## config.mk

```make
export PLATFORM = sky130hd
export DESIGN_NAME = spi_tpm_seq
export DESIGN_NICKNAME = d
export VERILOG_FILES = /design/src/rtl/spi_tpm_pkg.sv /design/src/rtl/spi_byte_engine.sv /design/src/rtl/poll_timer.sv /design/src/rtl/spi_tpm_seq.sv
export SDC_FILE = /design/constraint.sdc
export NUM_CORES = 1
export LEC_CHECK = 0
export ABC_CLOCK_PERIOD_IN_PS = 6400
export BUFFER_PORTS_ARGS = -buffer_cell sky130_fd_sc_hd__clkbuf_2
export CAP_MARGIN = 15
export CORE_AREA = 2 2 92 94
export CTS_BUF_LIST = sky130_fd_sc_hd__clkbuf_4 sky130_fd_sc_hd__clkbuf_8 sky130_fd_sc_hd__clkbuf_16
export CTS_CLUSTER_SIZE = 8
export DETAILED_ROUTE_END_ITERATION = 16
export DIE_AREA = 0 0 94 96
export GPL_TIMING_DRIVEN = 0
export PLACE_DENSITY = 0.87
export REMOVE_ABC_BUFFERS = 1
export SLEW_MARGIN = 20
export SYNTH_ARGS = -nofsm -noshare
export SYNTH_HDL_FRONTEND = slang
export SYNTH_SLANG_ARGS = --single-unit
export TNS_END_PERCENT = 20
```

## constraint.sdc

```tcl
create_clock -name clk_i -period 6.4 [get_ports clk_i]
set_clock_uncertainty 0.05 [all_clocks]
set_input_delay 0.64 -clock clk_i [delete_from_list [all_inputs] [get_ports clk_i]]
set_output_delay 0.64 -clock clk_i [all_outputs]
set_load 0.05 [all_outputs]
```

## src/rtl/spi_tpm_pkg.sv

```systemverilog
package spi_tpm_pkg;
  localparam logic [1:0] ERR_OK    = 2'd0;
  localparam logic [1:0] ERR_INVAL = 2'd1;
  localparam logic [1:0] ERR_BUSY  = 2'd2;
  localparam logic [7:0] HDR_TAG   = 8'hD4;

  typedef enum logic [1:0] {ST_IDLE, ST_HDR, ST_POLL, ST_DATA} seq_state_e;

  function automatic logic [7:0] hdr_byte(logic rd, logic [6:0] len_m1,
                                          logic [15:0] addr, logic [1:0] sel);
    case (sel)
      2'd0:    return {rd, len_m1};
      2'd1:    return HDR_TAG;
      2'd2:    return addr[15:8];
      default: return addr[7:0];
    endcase
  endfunction
endpackage

```

## src/rtl/spi_byte_engine.sv

```systemverilog
module spi_byte_engine #(
  parameter int DIV = 4
) (
  input  logic       clk_i,
  input  logic       rst_ni,
  input  logic       start_i,
  input  logic [7:0] tx_i,
  input  logic       miso_i,
  output logic       sclk_o,
  output logic       mosi_o,
  output logic       done_o,
  output logic [7:0] rx_o
);
  localparam int CW = (DIV > 1) ? $clog2(DIV) : 1;

  logic          busy;
  logic [CW-1:0] cnt;
  logic [2:0]    bitn;
  logic [7:0]    sh;

  always_ff @(posedge clk_i or negedge rst_ni) begin
    if (!rst_ni) begin
      busy   <= 1'b0;
      cnt    <= '0;
      bitn   <= '0;
      sh     <= '0;
      rx_o   <= '0;
      sclk_o <= 1'b0;
      done_o <= 1'b0;
    end else begin
      done_o <= 1'b0;
      if (start_i && !busy) begin
        busy   <= 1'b1;
        sh     <= tx_i;
        cnt    <= '0;
        bitn   <= '0;
        sclk_o <= 1'b0;
      end else if (busy) begin
        if (cnt == CW'(DIV - 1)) begin
          cnt <= '0;
          if (!sclk_o) begin
            sclk_o <= 1'b1;
            rx_o   <= {rx_o[6:0], miso_i};
          end else begin
            sclk_o <= 1'b0;
            if (bitn == 3'd7) begin
              busy   <= 1'b0;
              done_o <= 1'b1;
            end else begin
              bitn <= bitn + 3'd1;
              sh   <= {sh[6:0], 1'b0};
            end
          end
        end else begin
          cnt <= cnt + CW'(1);
        end
      end
    end
  end

  assign mosi_o = sh[7];

  // one byte at a time, never relaunched mid-byte
  p_no_overlap_r4: assert property (@(posedge clk_i) disable iff (!rst_ni)
    start_i |-> !busy);
  p_idle_low_r10: assert property (@(posedge clk_i) disable iff (!rst_ni)
    done_o |-> !sclk_o);
endmodule

```

## src/rtl/poll_timer.sv

```systemverilog
module poll_timer #(
  parameter int TMO = 4096
) (
  input  logic clk_i,
  input  logic rst_ni,
  input  logic clr_i,
  output logic expired_o
);
  localparam int TW = $clog2(TMO + 1);

  logic [TW-1:0] cnt;

  always_ff @(posedge clk_i or negedge rst_ni) begin
    if (!rst_ni)                cnt <= '0;
    else if (clr_i)             cnt <= '0;
    else if (cnt != TW'(TMO))   cnt <= cnt + TW'(1);
  end

  assign expired_o = (cnt == TW'(TMO));

  p_tmo_sticky_r6: assert property (@(posedge clk_i) disable iff (!rst_ni)
    (expired_o && !clr_i) |=> expired_o);
endmodule

```

## src/rtl/spi_tpm_seq.sv

```systemverilog
module spi_tpm_seq
  import spi_tpm_pkg::*;
#(
  parameter int DIV     = 4,
  parameter int MAX_LEN = 64,
  parameter int TMO     = 4096,
  localparam int LW = $clog2(MAX_LEN + 1),
  localparam int IW = $clog2(MAX_LEN)
) (
  input  logic          clk_i,
  input  logic          rst_ni,
  input  logic          gate_i,
  input  logic          start_i,
  input  logic          rd_i,
  input  logic [LW-1:0] len_i,
  input  logic [15:0]   addr_i,
  output logic [IW-1:0] wr_idx_o,
  input  logic [7:0]    wr_byte_i,
  output logic          rd_valid_o,
  output logic [IW-1:0] rd_idx_o,
  output logic [7:0]    rd_byte_o,
  output logic          done_o,
  output logic [1:0]    err_o,
  output logic          sclk_o,
  output logic          cs_no,
  output logic          mosi_o,
  input  logic          miso_i
);
  seq_state_e    state;
  logic [IW-1:0] idx;
  logic          rd_q, launch, eng_start, eng_done, tmo;
  logic [LW-1:0] len_q;
  logic [15:0]   addr_q;
  logic [7:0]    eng_tx, eng_rx, tx_sel;
  logic [6:0]    len_m1;

  assign len_m1   = 7'(len_q - LW'(1));
  assign wr_idx_o = idx;

  always_comb begin
    case (state)
      ST_HDR:  tx_sel = hdr_byte(rd_q, len_m1, addr_q, idx[1:0]);
      ST_DATA: tx_sel = rd_q ? 8'h00 : wr_byte_i;
      default: tx_sel = 8'h00;
    endcase
  end

  always_ff @(posedge clk_i or negedge rst_ni) begin
    if (!rst_ni) begin
      state      <= ST_IDLE;
      idx        <= '0;
      rd_q       <= 1'b0;
      len_q      <= '0;
      addr_q     <= '0;
      launch     <= 1'b0;
      eng_start  <= 1'b0;
      eng_tx     <= '0;
      cs_no      <= 1'b1;
      done_o     <= 1'b0;
      err_o      <= ERR_OK;
      rd_valid_o <= 1'b0;
      rd_idx_o   <= '0;
      rd_byte_o  <= '0;
    end else begin
      launch     <= 1'b0;
      eng_start  <= launch;
      done_o     <= 1'b0;
      rd_valid_o <= 1'b0;
      if (launch) eng_tx <= tx_sel;
      case (state)
        ST_IDLE: if (start_i && gate_i) begin
          if (len_i == '0 || len_i > LW'(MAX_LEN)) begin
            done_o <= 1'b1;
            err_o  <= ERR_INVAL;
          end else begin
            rd_q   <= rd_i;
            len_q  <= len_i;
            addr_q <= addr_i;
            idx    <= '0;
            cs_no  <= 1'b0;
            state  <= ST_HDR;
            launch <= 1'b1;
          end
        end
        ST_HDR: if (eng_done) begin
          launch <= 1'b1;
          if (idx == IW'(3)) begin
            idx   <= '0;
            state <= ST_POLL;
          end else begin
            idx <= idx + IW'(1);
          end
        end
        ST_POLL: if (eng_done) begin
          if (eng_rx[0]) begin
            state  <= ST_DATA;
            launch <= 1'b1;
          end else if (tmo) begin
            state  <= ST_IDLE;
            cs_no  <= 1'b1;
            done_o <= 1'b1;
            err_o  <= ERR_BUSY;
          end else begin
            launch <= 1'b1;
          end
        end
        ST_DATA: if (eng_done) begin
          if (rd_q) begin
            rd_valid_o <= 1'b1;
            rd_idx_o   <= idx;
            rd_byte_o  <= eng_rx;
          end
          if (idx == IW'(len_q - LW'(1))) begin
            state  <= ST_IDLE;
            cs_no  <= 1'b1;
            done_o <= 1'b1;
            err_o  <= ERR_OK;
          end else begin
            idx    <= idx + IW'(1);
            launch <= 1'b1;
          end
        end
        default: state <= ST_IDLE;
      endcase
    end
  end

  spi_byte_engine #(.DIV(DIV)) u_eng (
    .clk_i, .rst_ni,
    .start_i (eng_start),
    .tx_i    (eng_tx),
    .miso_i,
    .sclk_o,
    .mosi_o,
    .done_o  (eng_done),
    .rx_o    (eng_rx)
  );

  poll_timer #(.TMO(TMO)) u_tmr (
    .clk_i, .rst_ni,
    .clr_i     (state != ST_POLL),
    .expired_o (tmo)
  );

  p_sclk_idle_r10: assert property (@(posedge clk_i) disable iff (!rst_ni)
    cs_no |-> !sclk_o);
  p_mosi_setup_r10: assert property (@(posedge clk_i) disable iff (!rst_ni)
    $rose(sclk_o) |-> $stable(mosi_o));
  p_cs_end_r7: assert property (@(posedge clk_i) disable iff (!rst_ni)
    $rose(cs_no) |-> done_o);
  p_inval_quiet_r3: assert property (@(posedge clk_i) disable iff (!rst_ni)
    (done_o && err_o == ERR_INVAL) |-> (cs_no && $past(cs_no)));
  p_done_pulse_r12: assert property (@(posedge clk_i) disable iff (!rst_ni)
    done_o |=> !done_o);
  p_rd_in_frame_r9: assert property (@(posedge clk_i) disable iff (!rst_ni)
    rd_valid_o |-> (!cs_no || done_o));
endmodule

```

Word-level counts from Yosys, hierarchy flattened
Index checks and enable logic that the tools add are counted.
{ "word_totals": {"reg_bits": 98, "input_bits": 37, "output_inout_bits": 27, "elab_cells": 161} }
{ "classes": {"add_sub_neg": 5, "n_lt_le_gt_ge": 1, "eq_ne": 25, "mux": 83, "bitwise_logic": 3, "reduce_logical": 22} }
{ "ops": {"columns": ["op", "count"], "rows": [
  ["$mux 8", 6],
  ["$mux 1", 39],
  ["$mux 6", 6],
  ["$mux 2", 17],
  ["$mux 13", 2],
  ["$pmux 8 s3", 1],
  ["$reduce_and 8->1", 3],
  ["$ne 2x2->1 const B", 9],
  ["$pmux 6 s3", 1],
  ["$pmux 8 s2", 1],
  ["$mux 3", 5],
  ["$add 13x1->13 const B", 1],
  ["$eq 13x13->1 const B", 1],
  ["$ne 13x13->1 const B", 1],
  ["$eq 2x2->1 const B", 4],
  ["$ne 2x1->1 const B", 4],
  ["$pmux 2 s4", 1],
  ["$reduce_and 4->1", 2],
  ["$reduce_bool 2->1", 4],
  ["$gt 7x7->1 const B", 1],
  ["$logic_not 7->1", 1],
  ["$sub 7x1->7 const B", 1],
  ["$add 6x1->6 const B", 1],
  ["$eq 6x2->1 const B", 1],
  ["18 further kinds", 26]
]} }

Logic depth before layout (Yosys ltp)
{ "logic_depth": {"depth_word": 6, "depth_mapped": 7} }

Modules after synthesis
From an unflattened synthesis, not the netlist that was laid out.
{ "hier_totals": {"hier_cells": 446, "area_unflattened_um2": 4882.2} }
{ "modules_own_cells": {"columns": ["mod", "n_inst", "cells_each", "area_per_inst_um2", "seq_area_each_um2"], "rows": [
  ["spi_tpm_seq", 1, 296, 3022.9, 1527.7],
  ["spi_byte_engine", 1, 73, 1114.8, 600.6],
  ["poll_timer", 1, 77, 744.5, 325.3]
]} }

Worst setup path after synthesis
No wires, ideal clock.
{ "synth_path": {"path_kind": "reg2reg", "from": "register idx[0], in the netlist wr_idx_o[0]", "to": "register idx[5], in the netlist wr_idx_o[5]", "setup_ns": 0.126, "t_arrival_ns": 2.182, "t_required_ns": 6.224, "setup_slack_ns": 4.042, "path_stages_with_launch": 7, "period_less_slack_ns": 2.358, "path_cell_list": "dfrtp_1 ha_1 inv_2 or4_1 nor3_2 nor4_1 a221o_1"} }
{ "synth_via": {"elab_chain_len": 4, "word_cells_on_any_way": 10} }
{ "synth_rtl": {"columns": ["item", "line_no", "text"], "rows": [
  ["start: declaration", "spi_tpm_seq.sv:30", "logic [IW-1:0] idx;"],
  ["start signal: assignment", "spi_tpm_seq.sv:91", "idx <= idx + IW'(1);"],
  ["start signal: assignment", "spi_tpm_seq.sv:119", "idx <= idx + IW'(1);"],
  ["$add 6x1->6 / $eq 6x2->1 (equally long branches)", "spi_tpm_seq.sv:91, spi_tpm_seq.sv:119, spi_tpm_seq.sv:87", null],
  ["$mux 6 (on tied branches)", "spi_tpm_seq.sv:113, spi_tpm_seq.sv:87", null],
  ["$mux 6 (on tied branches)", "spi_tpm_seq.sv:107, spi_tpm_seq.sv:85", null],
  ["$pmux 6 s3", "spi_tpm_seq.sv:70", "case (state)"]
]} }
Parallel ways exist; a longest one is shown, timed or not. The select of a mux whose other input is x is not followed.
A chain may end at the register's enable or synchronous reset.

Worst setup path in the final report
{ "layout_path": {"from": "register idx[0], in the netlist wr_idx_o[0]", "to": "register idx[3], in the netlist wr_idx_o[3]"} }
The elaborated chain is that of the path after synthesis.

==> metrics.yaml <==
routing:
  drt-total-wl_mm: 9.802
  drt_iter0_drc: 227
  vias: 3616
  antenna_left: 0
  vias_per_cell: 5.977
  drc: 0
  post_drt_wl_per_cell_um: 16.20
  dr.pass1.iters: 5
floorplan:
  start_util: 0.5991
  dieArea_um2: 9024
  ios: 64
  core_um2: 8051
  die_w_um: 94
  die_y_um: 96
  rows: 33
final_layout:
  n_fill_cell: 636
  finalNetCount: 542
  syn_to_final_growth_pct: 12.01
  drive_above_1_share: 0.2440
  register_area_um2: 2454
  fin_area_um2: 5403
  multi_input_area_um2: 2232
  insertedDiodeCount: 0
cts:
  path_clk_slew_ns: 0.10
  cts_resized: 0
  hold_buffers: 0
  clock_path_buffers: 2
  htreeDepth: 3
  clock_sinks: 98
  worstSkewPairLatency_ns: 0.37
  cts-root-buf: "clkbuf_8"
  postCtsSetupBuffers: 0
  cts_made_buffers: 9
  cts_tree: "done"
worst_setup_path:
  path_max_fanout: 12
  cp.required_ns: 6.60
  critPathArrivalTime_ns: 2.79
  cp-end-kind: "register"
  reg2reg_depth: 6
  startpoint_type: "register"
  reg2reg_slack_ns: 3.81
  worstSetupPathType: "reg2reg"
  worstReg2RegEnd: "wr_idx_o[3]"
  timing.rr.start: "wr_idx_o[0]"
status:
  outcome: "completed"
synthesis:
  yosys-top-cells-area: "dfrtp_1 (50%), mux2_2 (6.1%), nand2_1 (3.3%)"
  synthAdderAreaFrac: 0.02594
  yosys-mux-area-fraction: 0.1097
  avgSynthCellArea_um2: 10.99
  synth_most_common_cell: "dfrtp_1"
  ys_top_cells_by_count: "dfrtp_1 (97), nand2_1 (43), nor2_1 (34)"
  synth_xor_area_frac: 0.05058
  ys_warn_count: 0
  synthSimpleGateAreaFrac: 0.1613
  synthArstFlopShare: 1.000
  synth_top_cell_by_area: "dfrtp_1"
  synth_compound_area_frac: 0.1152
  synth-seq-cells: 98
  syn_inst: 439
  ys.flop_type: "dfrtp_1"
  yosysTopAreaCellShare: 0.5032
  netlist-cell-type-count: 69
  synth_top_family_by_area: "simple AND/OR/NAND/NOR gates"
  yosysSeqAreaShare: 0.5087
  synth_area_um2: 4823
  synth-edff-count: 0
sta:
  finalCritPeriodShare: 0.4053
  tightest_slew_ns: 1.007
  slew_viol_final: 0
  setup_violations: 0
  finalHoldViolations: 0
  fin_setup_tns_ns: 0
  clock.fmax_mhz: 385.5
  max-slew-margin-rel: 0.3272
  rsz0062_at_grt: "false"
  period_minus_slack_ns: 2.594
min_path:
  hold_path_class: "in2async"
global_routing:
  grt_start_max_net_pins: 99
  grt_pass1_wl_mm: 16.34
  antenna_found_initial: 0
  grt_pass1_vias: 3510
  overflow: 0
  grt_usage: 0.2311
power_and_ir_drop:
  internal_power_uw: 807.5
  pwr-share-clk: 0.358
  power_density_nw_per_um2: 199.2
  ir_worst_vdd_uv: 109.9
  seqPwrFrac: 0.590
  power_leakage_uw: 0.002685
  p_switching_uw: 269.0
  combPwrFrac: 0.052
  switching_share: 0.2499
placement:
  post_dp_cell_area_um2: 5214
  io_buffers: 63
  hpwl_mm: 6.951
  gp_congestion: 0.8677
flow_run:
  cap_viol_max_count: 0
layout make-up:
type                       instances  share of cell area
clock buffer                      10             0.02432
clock inverter                     6             0.01065
inverter                          12            0.008337
multi-input combinational        310              0.4132
sequential                        98              0.4541
tap                              105             0.02432
timing repair buffer              64             0.06508
cell usage in the layout (no fill, tap or decap), types with 4 or more instances in the layout:
cell      netlist  final
inv_1          11     11
nand3_1        14     14
ha_1           10     10
nand3b_1        4      4
and3_1          7      7
xnor2_1         6      6
mux2_2         26     26
dfrtp_1        97     97
a22oi_1         4      4
clkbuf_8        0     10
mux2_1         13     13
nor3_2          4      4
o21ai_0        25     25
clkbuf_2        0     62
xor2_1         14     14
nor2_1         34     34
nand4_1         5      5
nand2b_1        6      6
mux2i_1         9      9
a21oi_1        13     13
nand2_1        43     43
routing by layer:
metal | track usage | wire [um] | vias to the layer above
met5 | 0 | 0 | -
met3 | 0.04307 | 463 | 17
met1 | 0.3044 | 4344 | 1797
met2 | 0.3887 | 4792 | 111
li1 | - | - | 1691
met4 | 0.07850 | 201 | 0
registers in the layout, indices dropped and copies added, names as in the netlist, 3 cells and up:
signal / cells
addr_q: 16
u_tmr.cnt: 13
eng_tx: 8
rd_byte_o: 8
u_eng.rx_o: 8
u_eng.sh: 8
len_q: 7
rd_idx_o: 6
wr_idx_o: 6
u_eng.bitn: 3
worst max path at each step:
stage                start     endpoint  slack (ns)  depth (start not counted)
2_1_floorplan  wr_idx_o[0]  wr_idx_o[3]        3.85                          6
3_3_place_gp        rst_ni    addr_q[8]        3.50                          1
3_5_place_dp      len_i[1]    addr_q[2]        3.80                          5
4_1_cts        wr_idx_o[0]  wr_idx_o[3]        3.82                          6
5_1_grt        wr_idx_o[0]  wr_idx_o[3]        3.68                          6
6_report       wr_idx_o[0]  wr_idx_o[3]        3.81                          6
power by group through the flow:
stage | combinational, uW | sequential, uW | clock [uW]
final | 56.2 | 635 | 385
after global routing | 62.2 | 637 | 420
after global placement | 51.5 | 647 | 0
after detailed placement | 56.5 | 647 | 0
after CTS | 56.9 | 635 | 393
after floorplan | 23.1 | 646 | 0
logic make-up after synthesis:
group           Yosys count
compound gates           82
mux                      48
flops                    98
xor+xnor                 23
fa+ha+maj                10
buf+inv                  31
simple gates            147
per-stage QoR:
| step | total power (uW) | util | worst slack [ns] | hold slack (ns) | instances |
|---|---|---|---|---|---|
| after floorplan | 669.5 | - | 3.852 | 0.2944 | 420 |
| after global placement | 698.4 | 0.6430 | 3.498 | 0.4097 | 588 |
| after detailed placement | 703.9 | 0.6476 | 3.798 | 0.4245 | 589 |
| after CTS | 1085 | 0.6710 | 3.817 | 0.2785 | 605 |
| after global routing | 1119 | 0.6710 | 3.675 | 0.2871 | 605 |
| final | 1076 | 0.6710 | 3.806 | 0.2529 | 605 |
critical path: stages, from the launching register on:
cell and delay [ns]:
dfrtp_1 0.52, ha_1 0.49, inv_2 0.16, or4_1 0.57, nor3_2 0.28, nor4_1 0.10
a221o_1 0.30
No activity file was read; power rests on OpenSTA's default activity.
